### src/rtl/tse_pkg.sv
// Shared types for the two-edge separation timer.
package tse_pkg;

    // Measurement state: off, waiting for a start edge,
    // timing start-to-stop, timing stop-to-start.
    typedef enum logic [1:0] {
        ST_IDLE     = 2'd0,
        ST_WAIT_A   = 2'd1,
        ST_COUNT_AB = 2'd2,
        ST_COUNT_BA = 2'd3
    } sep_state_e;

endpackage

### src/rtl/tse_edge_sync.sv
// Synchroniser plus rising-edge detector.
// Brings one asynchronous level into the clock domain through STAGES flops.
// Then emits a one-cycle pulse on each rising edge of the synchronised level.
// Assumes: the input stays high and low each for at least one clock,
// so that every edge is seen.
module tse_edge_sync #(
    parameter int STAGES = 2
) (
    input  logic clk,
    input  logic rst_n,
    input  logic din,
    output logic rise
);

    logic [STAGES-1:0] sync_q;
    logic              prev_q;

    generate
        if (STAGES > 1) begin : g_multi
            // Purpose: shift the raw level through the synchroniser chain.
            always_ff @(posedge clk) begin
                if (!rst_n) sync_q <= '0;
                else        sync_q <= {sync_q[STAGES-2:0], din};
            end
        end else begin : g_single
            // Purpose: single-flop capture when only one stage is asked for.
            always_ff @(posedge clk) begin
                if (!rst_n) sync_q <= '0;
                else        sync_q <= din;
            end
        end
    endgenerate

    // Purpose: remember the previous synchronised level for edge detection.
    always_ff @(posedge clk) begin
        if (!rst_n) prev_q <= 1'b0;
        else        prev_q <= sync_q[STAGES-1];
    end

    assign rise = sync_q[STAGES-1] & ~prev_q;

endmodule

### src/rtl/tse_timebase.sv
// Timebase selector.
// Gives one tick per clock, or one tick per synchronised rising edge
// of the external timebase pin.
// Assumes: the external timebase runs below half the clock rate.
// Uses the same synchroniser depth as the signal inputs,
// so both paths have the same latency.
module tse_timebase #(
    parameter int STAGES = 2
) (
    input  logic clk,
    input  logic rst_n,
    input  logic use_ext,
    input  logic tb_pin,
    output logic tick
);

    logic ext_rise;

    tse_edge_sync #(.STAGES(STAGES)) u_ext_sync (
        .clk  (clk),
        .rst_n(rst_n),
        .din  (tb_pin),
        .rise (ext_rise)
    );

    // Purpose: choose the tick source.
    always_comb begin
        tick = use_ext ? ext_rise : 1'b1;
    end

endmodule

### src/rtl/tse_sep_core.sv
// Separation measurement engine.
// Holds the arm/measure state machine and two saturating counters:
//   - start-to-stop for the first separation;
//   - stop-to-start for the second separation.
// A result counts the ticks after the opening edge up to and including
// the closing cycle, so a tie yields 0.
// Results leave as registered one-cycle pulses.
// Assumes: rise_start, rise_stop and tick are one-cycle pulses
// in the clock domain.
module tse_sep_core
    import tse_pkg::*;
#(
    parameter int CNT_W = 16
) (
    input  logic             clk,
    input  logic             rst_n,
    input  logic             enable,
    input  logic             rise_start,
    input  logic             rise_stop,
    input  logic             tick,
    output sep_state_e       state_o,
    output logic             first_vld,
    output logic [CNT_W-1:0] first_val,
    output logic             first_ovf,
    output logic             second_vld,
    output logic [CNT_W-1:0] second_val,
    output logic             second_ovf
);

    localparam logic [CNT_W-1:0] CNT_MAX = {CNT_W{1'b1}};

    sep_state_e       state_q, state_d;
    logic [CNT_W-1:0] cnt_ab_q, cnt_ab_d, cnt_ba_q, cnt_ba_d;
    logic [CNT_W-1:0] ab_step, ba_step;
    logic             f_v, s_v;
    logic [CNT_W-1:0] f_val, s_val;

    function automatic logic [CNT_W-1:0] sat_step(input logic [CNT_W-1:0] c,
                                                   input logic t);
        return (c == CNT_MAX) ? CNT_MAX : c + CNT_W'(t);
    endfunction

    // Purpose: counter values that include this cycle's tick.
    always_comb begin
        ab_step = sat_step(cnt_ab_q, tick);
        ba_step = sat_step(cnt_ba_q, tick);
    end

    // Purpose: next state, counter updates and result selection.
    always_comb begin
        state_d  = state_q;
        cnt_ab_d = ab_step;
        cnt_ba_d = ba_step;
        f_v      = 1'b0;
        f_val    = '0;
        s_v      = 1'b0;
        s_val    = '0;
        if (!enable) begin
            state_d  = ST_IDLE;
            cnt_ab_d = '0;
            cnt_ba_d = '0;
        end else begin
            case (state_q)
                ST_IDLE: begin
                    state_d  = ST_WAIT_A;
                    cnt_ab_d = '0;
                    cnt_ba_d = '0;
                end
                ST_WAIT_A: begin
                    cnt_ab_d = '0;
                    cnt_ba_d = '0;
                    if (rise_start && rise_stop) begin
                        f_v     = 1'b1;
                        state_d = ST_COUNT_BA;
                    end else if (rise_start) begin
                        state_d = ST_COUNT_AB;
                    end
                end
                ST_COUNT_AB: begin
                    if (rise_stop) begin
                        f_v      = 1'b1;
                        f_val    = rise_start ? '0 : ab_step;
                        state_d  = ST_COUNT_BA;
                        cnt_ba_d = '0;
                    end else if (rise_start) begin
                        cnt_ab_d = '0;
                    end
                end
                ST_COUNT_BA: begin
                    if (rise_start) begin
                        s_v   = 1'b1;
                        s_val = ba_step;
                        if (rise_stop) begin
                            f_v      = 1'b1;
                            cnt_ba_d = '0;
                        end else begin
                            state_d  = ST_COUNT_AB;
                            cnt_ab_d = '0;
                        end
                    end else if (rise_stop) begin
                        cnt_ba_d = '0;
                    end
                end
                default: state_d = ST_IDLE;
            endcase
        end
    end

    // Purpose: state, counters and registered result pulses.
    always_ff @(posedge clk) begin
        if (!rst_n) begin
            state_q    <= ST_IDLE;
            cnt_ab_q   <= '0;
            cnt_ba_q   <= '0;
            first_vld  <= 1'b0;
            first_val  <= '0;
            first_ovf  <= 1'b0;
            second_vld <= 1'b0;
            second_val <= '0;
            second_ovf <= 1'b0;
        end else begin
            state_q    <= state_d;
            cnt_ab_q   <= cnt_ab_d;
            cnt_ba_q   <= cnt_ba_d;
            first_vld  <= f_v;
            first_val  <= f_val;
            first_ovf  <= f_v && (f_val == CNT_MAX);
            second_vld <= s_v;
            second_val <= s_val;
            second_ovf <= s_v && (s_val == CNT_MAX);
        end
    end

    assign state_o = state_q;

endmodule

### src/rtl/tse_result_out.sv
// Result delivery.
// In single mode, results land in the readable result registers.
// In buffered mode, they form a one-register valid/ready beat.
// If the beat is stalled, a new result replaces only the field it carries.
// Assumes: the mode changes only while the block is idle.
module tse_result_out #(
    parameter int CNT_W = 16
) (
    input  logic             clk,
    input  logic             rst_n,
    input  logic             buffered,
    input  logic             in_first_vld,
    input  logic [CNT_W-1:0] in_first,
    input  logic             in_first_ovf,
    input  logic             in_second_vld,
    input  logic [CNT_W-1:0] in_second,
    input  logic             in_second_ovf,
    output logic [CNT_W-1:0] reg_first,
    output logic             reg_first_ovf,
    output logic [CNT_W-1:0] reg_second,
    output logic             reg_second_ovf,
    output logic             m_valid,
    input  logic             m_ready,
    output logic             m_first_vld,
    output logic [CNT_W-1:0] m_first,
    output logic             m_first_ovf,
    output logic             m_second_vld,
    output logic [CNT_W-1:0] m_second,
    output logic             m_second_ovf
);

    logic fresh, taken, open_slot;

    // Purpose: decode new-result and handshake conditions.
    always_comb begin
        fresh     = in_first_vld | in_second_vld;
        taken     = m_valid & m_ready;
        open_slot = ~m_valid | taken;
    end

    // Purpose: result registers for single mode.
    always_ff @(posedge clk) begin
        if (!rst_n) begin
            reg_first      <= '0;
            reg_first_ovf  <= 1'b0;
            reg_second     <= '0;
            reg_second_ovf <= 1'b0;
        end else if (!buffered) begin
            if (in_first_vld) begin
                reg_first     <= in_first;
                reg_first_ovf <= in_first_ovf;
            end
            if (in_second_vld) begin
                reg_second     <= in_second;
                reg_second_ovf <= in_second_ovf;
            end
        end
    end

    // Purpose: stream beat register with merge-on-stall.
    always_ff @(posedge clk) begin
        if (!rst_n || !buffered) begin
            m_valid      <= 1'b0;
            m_first_vld  <= 1'b0;
            m_first      <= '0;
            m_first_ovf  <= 1'b0;
            m_second_vld <= 1'b0;
            m_second     <= '0;
            m_second_ovf <= 1'b0;
        end else if (fresh && open_slot) begin
            m_valid      <= 1'b1;
            m_first_vld  <= in_first_vld;
            m_first      <= in_first_vld ? in_first : '0;
            m_first_ovf  <= in_first_vld & in_first_ovf;
            m_second_vld <= in_second_vld;
            m_second     <= in_second_vld ? in_second : '0;
            m_second_ovf <= in_second_vld & in_second_ovf;
        end else if (fresh) begin
            if (in_first_vld) begin
                m_first_vld <= 1'b1;
                m_first     <= in_first;
                m_first_ovf <= in_first_ovf;
            end
            if (in_second_vld) begin
                m_second_vld <= 1'b1;
                m_second     <= in_second;
                m_second_ovf <= in_second_ovf;
            end
        end else if (taken) begin
            m_valid      <= 1'b0;
            m_first_vld  <= 1'b0;
            m_second_vld <= 1'b0;
        end
    end

endmodule

### src/rtl/two_edge_sep_timer.sv
// Two-edge separation timer, top level.
// Chain: synchronised edge detectors for start and stop,
// a timebase selector, the measurement engine, and result delivery.
// Assumes: configuration inputs are in the clock domain
// and change only while cfg_enable is 0.
module two_edge_sep_timer
    import tse_pkg::*;
#(
    parameter int CNT_W       = 16,
    parameter int SYNC_STAGES = 2
) (
    input  logic             clk,
    input  logic             rst_n,
    input  logic             cfg_enable,
    input  logic             cfg_buffered,
    input  logic             cfg_ext_tb,
    input  logic             start_in,
    input  logic             stop_in,
    input  logic             tb_ext_in,
    output logic [CNT_W-1:0] reg_first,
    output logic             reg_first_ovf,
    output logic [CNT_W-1:0] reg_second,
    output logic             reg_second_ovf,
    output logic             m_valid,
    input  logic             m_ready,
    output logic             m_first_vld,
    output logic [CNT_W-1:0] m_first,
    output logic             m_first_ovf,
    output logic             m_second_vld,
    output logic [CNT_W-1:0] m_second,
    output logic             m_second_ovf
);

    logic             rise_start, rise_stop, tick;
    sep_state_e       core_state;
    logic             core_first_vld, core_first_ovf;
    logic             core_second_vld, core_second_ovf;
    logic [CNT_W-1:0] core_first, core_second;

    tse_edge_sync #(.STAGES(SYNC_STAGES)) u_start_sync (
        .clk(clk), .rst_n(rst_n), .din(start_in), .rise(rise_start)
    );

    tse_edge_sync #(.STAGES(SYNC_STAGES)) u_stop_sync (
        .clk(clk), .rst_n(rst_n), .din(stop_in), .rise(rise_stop)
    );

    tse_timebase #(.STAGES(SYNC_STAGES)) u_tb (
        .clk(clk), .rst_n(rst_n), .use_ext(cfg_ext_tb),
        .tb_pin(tb_ext_in), .tick(tick)
    );

    tse_sep_core #(.CNT_W(CNT_W)) u_core (
        .clk       (clk),
        .rst_n     (rst_n),
        .enable    (cfg_enable),
        .rise_start(rise_start),
        .rise_stop (rise_stop),
        .tick      (tick),
        .state_o   (core_state),
        .first_vld (core_first_vld),
        .first_val (core_first),
        .first_ovf (core_first_ovf),
        .second_vld(core_second_vld),
        .second_val(core_second),
        .second_ovf(core_second_ovf)
    );

    tse_result_out #(.CNT_W(CNT_W)) u_out (
        .clk           (clk),
        .rst_n         (rst_n),
        .buffered      (cfg_buffered),
        .in_first_vld  (core_first_vld),
        .in_first      (core_first),
        .in_first_ovf  (core_first_ovf),
        .in_second_vld (core_second_vld),
        .in_second     (core_second),
        .in_second_ovf (core_second_ovf),
        .reg_first     (reg_first),
        .reg_first_ovf (reg_first_ovf),
        .reg_second    (reg_second),
        .reg_second_ovf(reg_second_ovf),
        .m_valid       (m_valid),
        .m_ready       (m_ready),
        .m_first_vld   (m_first_vld),
        .m_first       (m_first),
        .m_first_ovf   (m_first_ovf),
        .m_second_vld  (m_second_vld),
        .m_second      (m_second),
        .m_second_ovf  (m_second_ovf)
    );

endmodule

### config.mk
export PLATFORM = sky130hd
export DESIGN_NAME = two_edge_sep_timer
export DESIGN_NICKNAME = d
export VERILOG_FILES = /design/src/rtl/tse_pkg.sv /design/src/rtl/tse_edge_sync.sv /design/src/rtl/tse_timebase.sv /design/src/rtl/tse_sep_core.sv /design/src/rtl/tse_result_out.sv /design/src/rtl/two_edge_sep_timer.sv
export SDC_FILE = /design/constraint.sdc
export NUM_CORES = 1
export LEC_CHECK = 0
export BUFFER_PORTS_ARGS = -buffer_cell sky130_fd_sc_hd__buf_4
export CORE_MARGIN = 4
export CORE_UTILIZATION = 40
export DETAILED_ROUTE_END_ITERATION = 12
export MAX_ROUTING_LAYER = met4
export PLACE_DENSITY = 0.61
export SYNTH_ARGS = -nofsm -noshare
export SYNTH_HDL_FRONTEND = slang
export SYNTH_SLANG_ARGS = --single-unit
export TNS_END_PERCENT = 5
### constraint.sdc
create_clock -name clk -period 3.6 [get_ports clk]
set_clock_uncertainty 0.2 [all_clocks]
set_input_delay 0.18 -clock clk [delete_from_list [all_inputs] [get_ports clk]]
set_output_delay 0.18 -clock clk [all_outputs]
set_load 0.1 [all_outputs]
==> results.yml, run 1 <==
synth:
  ys_async_sr_fraction: 0
  synthMuxAreaShare: 0.00888
  synth_cell_types: 50
  synthAdderAreaFrac: 0.00888
  synthXorXnorAreaFrac: 0.0342
  synth-seq-cells: 150
  ys_seq_area_frac: 0.533
  synth_edf_count: 0
  synth_compound_area_frac: 0.159
  syn_area_per_cell_um2: 9.11
  synth_top_family_by_area: "simple AND/OR/NAND/NOR gates"
  synth-simple-area-share: 0.217
  synth_nets: 632
  synthFlopType: "dfxtp_1"
  synth_warnings: 0
  syn_inst: 619
  syn_area_mm2: 0.00564
detailed_routing:
  drc: 0
  wl_per_cell_um: 15.2
  vias: 4458
  first_pass_iters: 5
  via_per_inst: 5.05
  drt_iter0_drc: 438
  final_antenna_net_count: 0
  finalWirelength_um: 13400
global_route:
  grt-ovfl-total: 0
  grt_antenna_before_repair: 0
  track_usage: 0.175
  grt_pass1_wl_um: 22100
  grt_pass1_vias: 4167
  grt_max_degree: 46
placement:
  port_buffers: 79
  routabilityCongestion: 0.846
  post_dp_cell_area_mm2: 0.00632
  dpl.hpwl_um: 9390
power:
  power_frac_clock: 0.517
  peakVddDrop_v: 0.000294
  internal_power_mw: 2.85
  share_comb_of_total_power: 0.012
  power.switching_mw: 0.691
  p_leak_nw: 2.47
  fin_total_pwr_mw: 3.54
  sw_frac_of_total: 0.195
  power_frac_seq: 0.471
  powerDensity_mw_per_mm2: 505
cells_and_area:
  stdcell_area_mm2: 0.00700
  layout_commonest_cell: "dfxtp_1"
  insertedDiodeCount: 0
  final_cell_mix: "150 x dfxtp_1, 89 x nand2_1, 87 x buf_4, 80 x nor2_1, 43 x a21oi_1"
  drive_gt1_frac: 0.184
  areaGrowthSynthToFinish_pct: 24.2
  nNetsFinal: 702
floorplan:
  num_rows: 43
  die_area_mm2: 0.0161
  coreArea_mm2: 0.0138
  ios: 80
  die_height_um: 127
  initial_core_util: 0.408
  die_x_um: 127
clock_tree:
  clock_path_buffers: 2
  htree_levels: 4
  cts.clk_slew.worst_paths_ns: 0.06
  post-cts-setup-buffers: 0
  cts_tree: "yes"
  cts-root-buf: "clkbuf_16"
  cts_inserted_buffers: 17
  insertion_delay_ns: 0.41
  clock_sinks: 150
min_path:
  hold_depth: 5
  hp-start: "cfg_buffered"
  min_to: "u_out.reg_second[11]"
  hold_class: "in -> reg"
worst_setup_path:
  required_ns: 3.70
  cp_max_fo: 5
  reg2reg_to: "u_core.first_ovf"
  crit_arrival_ns: 3.13
  cp-start-kind: "flop"
  r2r_start: "u_tb.u_ext_sync.sync_q[1]"
  setup.worst_path.class: "reg -> reg"
  critPathCaptureType: "flop"
  r2r_slack_ns: 0.56
  r2r_cells: 9
timing:
  fmax_mhz: 329
  timing.setup.tns_ns: 0
  setup_violations: 0
  drv_slew: 0
  min_period_ns: 3.04
  finalHoldViolCount: 0
  finalCritPeriodShare: 0.843
  slew_headroom: 0.481
  worst_slew_pin_slew_ns: 0.779
  grt_setup_unrepaired: "no"
job:
  maxCapViolations: 0
run_status:
  status: "complete, no violations"
==> logic make-up after synthesis <==
| family | after synthesis |
|---|---|
| adder cells (fa/ha/maj) | 4 |
| AND/OR/NAND/NOR | 255 |
| XOR/XNOR | 22 |
| flip-flops | 150 |
| buffers and inverters | 48 |
| AO/OA/AOI/OAI | 135 |
| multiplexers | 5 |
==> layer usage <==
| metal | routed length [um] | vias up | global-route usage | part of all wire |
|---|---|---|---|---|
| met4 | 174 | 0 | 0.0606 | 0.013 |
| li1 | - | 2272 | - | - |
| met1 | 6810 | 2055 | 0.252 | 0.51 |
| met2 | 5790 | 116 | 0.241 | 0.43 |
| met5 | 0 | - | - | 0 |
| met3 | 658 | 15 | 0.0408 | 0.049 |
==> power groups by stage <==
stage	clock (mW)	sequential [mW]	combinational [mW]
5_1_grt	1.96	1.67	0.0479
3_5_place_dp	0	1.70	0.0392
6_report	1.83	1.67	0.0433
4_1_cts	1.87	1.67	0.0436
3_3_place_gp	0	1.70	0.0390
2_1_floorplan	0	1.70	0.0235
==> metrics by stage <==
| stage | setup slack, ns | hold WS [ns] | std cells | utilization |
|---|---|---|---|---|
| 5_1_grt | 0.295 | 0.102 | 882 | 0.506 |
| 6_report | 0.564 | 0.0958 | 882 | 0.506 |
| 4_1_cts | 0.537 | 0.0724 | 882 | 0.506 |
| 3_3_place_gp | 0.670 | 0.187 | 845 | 0.457 |
| 2_1_floorplan | 0.895 | 0.107 | 619 | - |
| 3_5_place_dp | 0.572 | 0.193 | 845 | 0.457 |
==> worst max path at each step <==
stage	startpoint	end	slack, ns	cells after the start
final	u_tb.u_ext_sync.sync_q[1]	u_core.first_ovf	0.56	9
after global placement	u_tb.u_ext_sync.sync_q[1]	u_core.first_ovf	0.67	9
after floorplan	u_tb.u_ext_sync.sync_q[1]	u_core.first_ovf	0.89	10
after global routing	u_tb.u_ext_sync.sync_q[1]	u_core.second_ovf	0.29	9
after CTS	u_tb.u_ext_sync.sync_q[1]	u_core.first_ovf	0.54	9
after detailed placement	u_tb.u_ext_sync.sync_q[1]	u_core.first_ovf	0.57	9
==> cells in the mapped netlist (2+ instances only) <==
| library cell | instances | area [um^2] |
|---|---|---|
| nor2_1 | 80 | 300 |
| buf_2 | 4 | 20.0 |
| o211ai_1 | 2 | 15.0 |
| and4b_1 | 2 | 20.0 |
| xor2_1 | 7 | 61.3 |
| a21boi_0 | 34 | 255 |
| nand3_1 | 14 | 70.1 |
| and2_1 | 11 | 68.8 |
| nor4_1 | 6 | 37.5 |
| inv_1 | 7 | 26.3 |
| nand3_2 | 2 | 20.0 |
| dfxtp_1 | 150 | 3000 |
| nor3_1 | 6 | 30.0 |
| a21oi_1 | 43 | 215 |
| o311ai_0 | 2 | 17.5 |
| a31oi_1 | 5 | 31.3 |
| and3_1 | 3 | 18.8 |
| ha_1 | 4 | 50.1 |
| nand2b_1 | 8 | 50.1 |
| clkbuf_1 | 34 | 128 |
| nor2b_1 | 6 | 37.5 |
| o21ai_0 | 7 | 35.0 |
| xnor2_1 | 15 | 131 |
| a22oi_1 | 34 | 255 |
| or2_2 | 2 | 12.5 |
| nand4_1 | 9 | 56.3 |
| and4_1 | 5 | 43.8 |
| mux2i_1 | 5 | 50.1 |
| or4_1 | 2 | 15.0 |
| nand2_1 | 89 | 334 |
| nand4b_1 | 2 | 17.5 |
==> final cells by class <==
cell class	instances	area [um^2]
Tap cell	180	225
Timing Repair Buffer	92	703
Clock buffer	21	480
Inverter	7	26.3
Fill cell	1261	6830
Clock inverter	11	148
Multi-Input combinational cell	421	2420
Sequential cell	150	3000
==> sequential cells by signal, summed over array words and instances (netlist names), 16 cells and up <==
register	flops
u_out.reg_second	16
u_core.first_val	16
u_out.m_first	16
u_out.m_second	16
u_core.cnt_ba_q	16
u_core.cnt_ab_q	16
u_out.reg_first	16
u_core.second_val	16
==> worst max-delay path: stages (launching register included) <==
cell       delay (ns)
dfxtp_1          0.32
inv_1            0.04
o21ai_0          0.30
ha_1             0.28
ha_1             0.21
and3_1           0.30
nor4b_4          0.25
mux2i_1          0.16
or4_4            0.53
a2111oi_2        0.35
==> repair_timing <==
action,in CTS,in global routing
hold endpoints to repair,10,0
endpoints found under the setup margin,0,0
hold buffers,5,0
gates resized for setup,0,0
No activity file was read; power rests on OpenSTA's default activity.
==> inputs of run 2 (changes only) <==
ABC_AREA = 1   (was default)
PLACE_DENSITY = 0.63   (was 0.61)
clock period = 2.5 ns   (was 3.6 ns; I/O delays follow)
==> run 2 against run 1 <==
Hold slack about the same; worst setup slack lost 0.25 ns; power rose by 40%; sequential share of layout area is 2.1 points lower; register-to-register slack worse by 0.25 ns; synthesized area rose by 4.9%; global-route usage about the same; die area increased by 4.6%; core utilization rose by 0.051 points; clock power increased by 35%; combinational power is 68% higher; critical path depth rose by 4; critical endpoint is now u_core.second_ovf.
==> results.yml, run 2 <==
clock_tree:
  cts.clk_slew.worst_paths_ns: 0.06
  insertion_delay_ns: 0.42
  cts-root-buf: "clkbuf_16"
  clock_sinks: 150
  cts_inserted_buffers: 17
  cts_tree: "yes"
  post-cts-setup-buffers: 0
  clock_path_buffers: 2
  htree_levels: 4
detailed_routing:
  final_antenna_net_count: 0
  vias: 5030
  via_per_inst: 4.74
  first_pass_iters: 5
  finalWirelength_um: 13900
  wl_per_cell_um: 13.1
  drt_iter0_drc: 391
  drc: 0
job:
  maxCapViolations: 0
worst_setup_path:
  cp-start-kind: "flop"
  required_ns: 2.61
  critPathCaptureType: "flop"
  r2r_slack_ns: 0.31
  crit_arrival_ns: 2.30
  setup.worst_path.class: "reg -> reg"
  cp_max_fo: 5
synth:
  synth_edf_count: 0
  syn_area_per_cell_um2: 7.63
  ys_async_sr_fraction: 0
  synthFlopType: "dfxtp_1"
  synth_nets: 788
  syn_area_mm2: 0.00591
  syn_inst: 775
  yosysTopAreaCell: "dfxtp_1"
  yosysMostFrequentCell: "nand2_1"
  ys_seq_area_frac: 0.508
  synth_cell_types: 33
  synth-seq-cells: 150
  yosysTopAreaCellShare: 0.508
  synthMuxAreaShare: 0
  synth-simple-area-share: 0.307
  synth_top_family_by_area: "simple AND/OR/NAND/NOR gates"
  synthTopCellsByArea: "dfxtp_1 51%, nand2_1 12%, a21oi_1 6.6%"
  synthAdderAreaFrac: 0.00846
  synth_warnings: 0
  yosys-top-cells-count: "196 x nand2_1, 150 x dfxtp_1, 82 x inv_1, 78 x a21oi_1, 74 x nor2_1"
  synth_compound_area_frac: 0.0979
  synthXorXnorAreaFrac: 0.00444
power:
  power_frac_clock: 0.500
  power_frac_seq: 0.485
  powerDensity_mw_per_mm2: 672
  p_leak_nw: 3.17
  share_comb_of_total_power: 0.015
  sw_frac_of_total: 0.204
  power.switching_mw: 1.01
  internal_power_mw: 3.94
  peakVddDrop_v: 0.000470
floorplan:
  die_area_mm2: 0.0168
  ios: 80
  initial_core_util: 0.407
  num_rows: 44
  die_x_um: 130
  die_height_um: 130
  coreArea_mm2: 0.0145
timing:
  worst_slew_pin_slew_ns: 0.950
  finalWorstSetupSlack_ns: 0.309
  finalHoldViolCount: 0
  finalCritPeriodShare: 0.876
  slew_headroom: 0.362
  timing.setup.tns_ns: 0
  min_period_ns: 2.19
  setup_violations: 0
  grt_setup_unrepaired: "no"
  fmax_mhz: 456
  drv_slew: 0
global_route:
  grt_pass1_vias: 4588
  track_usage: 0.175
  grt_max_degree: 38
  grt-ovfl-total: 0
  grt_pass1_wl_um: 22900
  grt_antenna_before_repair: 0
run_status:
  status: "complete, no violations"
cells_and_area:
  final_cell_mix: "196 x nand2_1, 150 x dfxtp_1, 85 x buf_4, 82 x inv_1, 78 x a21oi_1"
  seqCellArea_mm2: 0.00300
  multiInputGateArea_mm2: 0.00248
  layout_commonest_cell: "nand2_1"
  insertedDiodeCount: 0
  num-fill-cells: 1437
  areaGrowthSynthToFinish_pct: 24.6
  nNetsFinal: 880
  drive_gt1_frac: 0.181
placement:
  dp_worst_setup_slack_ns: 0.186
  routabilityCongestion: 0.918
  port_buffers: 79
  dpl.hpwl_um: 9820
min_path:
  hold_class: "in -> reg"
## run 2: cell type report
| type | count | share of cell area |
|---|---|---|
| inverter | 93 | 0.0481 |
| clock inverter | 7 | 0.0132 |
| clock buffer | 23 | 0.0635 |
| sequential | 150 | 0.408 |
| timing repair buffer | 95 | 0.100 |
| tap | 184 | 0.0313 |
| multi-input combinational | 510 | 0.336 |
## run 2: power groups by stage
| stage | Combinational (mW) | Sequential [mW] | Clock (mW) |
|---|---|---|---|
| finish | 0.0729 | 2.40 | 2.47 |
| global route | 0.0813 | 2.40 | 2.63 |
| CTS | 0.0728 | 2.40 | 2.52 |
| detailed placement | 0.0608 | 2.45 | 0 |
| global placement | 0.0613 | 2.45 | 0 |
| floorplan | 0.0383 | 2.45 | 0 |
## run 2: metal layers
metal  track usage  routed length [um]  part of all wire  up-vias
met1         0.260                7300              0.53     2248
met2         0.231                5680              0.41      114
met4        0.0623                 205             0.015        0
met5             -                   0                 0        -
li1              -                   -                 -     2649
met3        0.0396                 679             0.049       19
## run 2: what timing repair did
| action | CTS | global route |
|---|---|---|
| endpoints found under the setup margin | 0 | 6 |
| gates resized for setup | 0 | 3 |
| hold endpoints to repair | 32 | 0 |
| hold buffers | 10 | 0 |
## run 2: cell families (layout without fill, tap and decap cells)
family	count (synthesis)	in the layout
simple gates	391	391
flops	150	150
buf+inv	115	218
compound gates	112	112
fa+ha+maj	4	4
xor+xnor	3	3
## run 2: critical path: stages, from the launching register on
cell     delay (ns)
dfxtp_1        0.33
inv_1          0.04
o21ai_1        0.17
ha_1           0.24
ha_1           0.21
nand3_1        0.18
nor2_1         0.21
nand3_1        0.11
nand2_1        0.07
nand2_1        0.05
nor2_1         0.12
nor2_1         0.06
nand3_1        0.07
nor2_1         0.04
## run 2: worst paths after layout
kind,start,endpoint,cells past startpoint
hold / removal,cfg_ext_tb,u_core.first_val[0],5
setup reg to reg,u_tb.u_ext_sync.sync_q[1],u_core.second_ovf,13
setup / recovery,u_tb.u_ext_sync.sync_q[1],u_core.second_ovf,13
hold reg to reg,u_stop_sync.sync_q[0],u_stop_sync.sync_q[1],2
## run 2: stage by stage
step                      cells  power, mW   util  cell area, um^2  hold slack [ns]
after CTS                  1062       4.99  0.507             7360           0.0803
after floorplan             775       2.49      -             5910           0.0226
after detailed placement   1022       2.51  0.461             6700            0.108
after global placement     1022       2.51  0.461             6700            0.107
after global routing       1062       5.11  0.507             7370            0.144
final                      1062       4.95  0.507             7370           0.0954
==> inputs of run 3 (changes only) <==
CELL_PAD_IN_SITES_DETAIL_PLACEMENT = 1   (was default)
CELL_PAD_IN_SITES_GLOBAL_PLACEMENT = 1   (was default)
CORE_UTILIZATION = 38   (was 40)
PLACE_DENSITY = 0.78   (was 0.63)
==> run 3 against run 2 <==
Count of clock-buffer cells in the layout is 6 lower; sequential cell count stayed put; non-clock buffer count rose by 1; core utilization is 2.1 points lower; via count increased by 4.6%; clock power up 2%; die area rose by 4.9%; largest power group unchanged.
==> results.yml, run 3 (synthesized netlist as in run 2, its figures left out) <==
power:
  sw_frac_of_total: 0.221
  internal_power_mw: 3.90
  power_frac_seq: 0.480
  p_leak_nw: 3.18
  powerDensity_mw_per_mm2: 677
  power_frac_clock: 0.505
  power.switching_mw: 1.10
  share_comb_of_total_power: 0.015
  fin_total_pwr_mw: 5.00
  peakVddDrop_v: 0.000473
cells_and_area:
  seqCellArea_mm2: 0.00300
  layout_commonest_cell: "nand2_1"
  multiInputGateArea_mm2: 0.00247
  areaGrowthSynthToFinish_pct: 24.9
  final_cell_mix: "196 x nand2_1, 150 x dfxtp_1, 86 x buf_4, 82 x inv_1, 78 x a21oi_1"
  num-fill-cells: 1901
  drive_gt1_frac: 0.189
  nNetsFinal: 881
  insertedDiodeCount: 0
worst_setup_path:
  cp_max_fo: 5
  critPathCaptureType: "flop"
  path_cells: "inv_1 -> o21ai_1 -> ha_1 -> ha_1 -> nand3_2 -> nor2_2 -> nand4_1 -> nand3_1 -> nand2_1 -> nor2_1 -> nand2_1 -> nor3_2"
  setup.worst_path.class: "reg -> reg"
  cpPeakStageDelay_ns: 0.32
  reg2reg_to: "u_core.first_ovf"
  required_ns: 2.66
  critPathTopFamily: "simple AND/OR/NAND/NOR gates"
  crit_arrival_ns: 2.38
  r2r_slack_ns: 0.27
  r2r_cells: 12
  critPathBufInv: 1
  crit_path_top_delay_cell: "dfxtp_1"
  cp-start-kind: "flop"
  r2r_start: "u_tb.u_ext_sync.sync_q[1]"
detailed_routing:
  wl_per_cell_um: 15.0
  wirelength_met1_um: 8120
  route.met2.wl_um: 7200
  drt_iter0_drc: 304
  finalWirelength_um: 16000
  drc: 0
  first_pass_iters: 4
  highest_layer: "met4"
  via_per_inst: 4.93
  met3_length_um: 540
  final_antenna_net_count: 0
  vias: 5263
run_status:
  status: "complete, no violations"
global_route:
  grt_max_degree: 38
  track_usage: 0.190
  grt_pass1_vias: 5200
  grt-ovfl-total: 0
  grt_pass1_wl_um: 26500
  grt_antenna_before_repair: 0
placement:
  dp_worst_setup_slack_ns: 0.179
  dpl.hpwl_um: 11400
  routabilityCongestion: 0.812
  port_buffers: 79
clock_tree:
  cts.clk_slew.worst_paths_ns: 0.07
  clock_sinks: 150
  insertion_delay_ns: 0.42
  htree_levels: 4
  cts-root-buf: "clkbuf_16"
  clock_path_buffers: 2
  cts_tree: "yes"
  cts_inserted_buffers: 17
timing:
  fmax_mhz: 449
  finalHoldViolCount: 0
  finalCritPeriodShare: 0.891
  drv_slew: 0
  finalWorstSetupSlack_ns: 0.273
  timing.setup.tns_ns: 0
  setup_violations: 0
  slew_headroom: 0.359
  worst_slew_pin_slew_ns: 0.955
  grt_setup_unrepaired: "no"
  min_period_ns: 2.23
min_path:
  hold_depth: 5
  hp-start: "cfg_ext_tb"
  hold_class: "in -> reg"
  min_to: "u_core.first_val[0]"
job:
  maxCapViolations: 0
floorplan:
  initial_core_util: 0.389
  coreArea_mm2: 0.0152
  ios: 80
  num_rows: 45
  die_x_um: 133
  die_area_mm2: 0.0176
  die_height_um: 133
==> run 3: cell types whose count changed in the layout (fill, tap and decap cells not counted) <==
cell	previous run	this run
buf_4	85	86
clkbuf_1	4	0
clkbuf_8	2	0
clkinv_2	1	3
clkinv_4	1	2
clkinvlp_4	2	3
inv_6	2	5
nor2_1	74	73
nor2_2	10	12
nor2_4	8	7
==> run 3: cell type report <==
cell class	count	area share
clock inverter	14	0.0203
timing repair buffer	96	0.101
sequential	150	0.407
inverter	93	0.0479
clock buffer	17	0.0576
multi-input combinational	510	0.335
tap	188	0.0318
==> run 3: metal layers <==
layer  vias to the layer above  track usage
li1                       2645            -
met1                      2516        0.262
met2                        84        0.284
met3                        18       0.0388
met4                         0       0.0525
met5                         -            -
==> run 3: per-stage QoR <==
| stage | cell area (um^2) | utilization | instances | hold slack, ns |
|---|---|---|---|---|
| final | 7390 | 0.486 | 1068 | 0.0870 |
| after global routing | 7390 | 0.486 | 1068 | 0.163 |
| after CTS | 7380 | 0.486 | 1068 | 0.0772 |
| after detailed placement | 6710 | 0.441 | 1027 | 0.115 |
| after global placement | 6710 | 0.441 | 1027 | 0.107 |
| after floorplan | 5910 | - | 775 | 0.0226 |
==> run 3: how the worst max path moves through the flow <==
stage                         startpoint                end  slack, ns  depth (start not counted)
3_5_place_dp   u_tb.u_ext_sync.sync_q[1]  u_core.second_ovf       0.18                         10
5_1_grt        u_tb.u_ext_sync.sync_q[1]  u_core.second_ovf      0.008                         13
2_1_floorplan              u_out.m_valid  u_out.m_first[10]       0.36                          5
6_report       u_tb.u_ext_sync.sync_q[1]   u_core.first_ovf       0.27                         12
4_1_cts        u_tb.u_ext_sync.sync_q[1]  u_core.second_ovf       0.13                         10
3_3_place_gp   u_tb.u_ext_sync.sync_q[1]  u_core.second_ovf       0.21                         10
==> run 3: what timing repair did <==
item	CTS	global route
endpoints found under the hold margin	32	0
setup endpoints to repair	0	6
hold buffers	10	0
buffers inserted	0	0
gates resized for setup	0	3
==> run 3: power groups by stage <==
stage	registers [mW]	logic, mW	clock network, mW
2_1_floorplan	2.45	0.0383	0
3_3_place_gp	2.45	0.0617	0
3_5_place_dp	2.45	0.0618	0
4_1_cts	2.40	0.0736	2.56
5_1_grt	2.40	0.0825	2.67
6_report	2.40	0.0733	2.53
==> run 3: tightest hold or removal path, stage by stage <==
cell and delay, ns:
buf_4 0.12, o21ai_1 0.11, ha_1 0.18, nor2_1 0.07, nor2_1 0.08
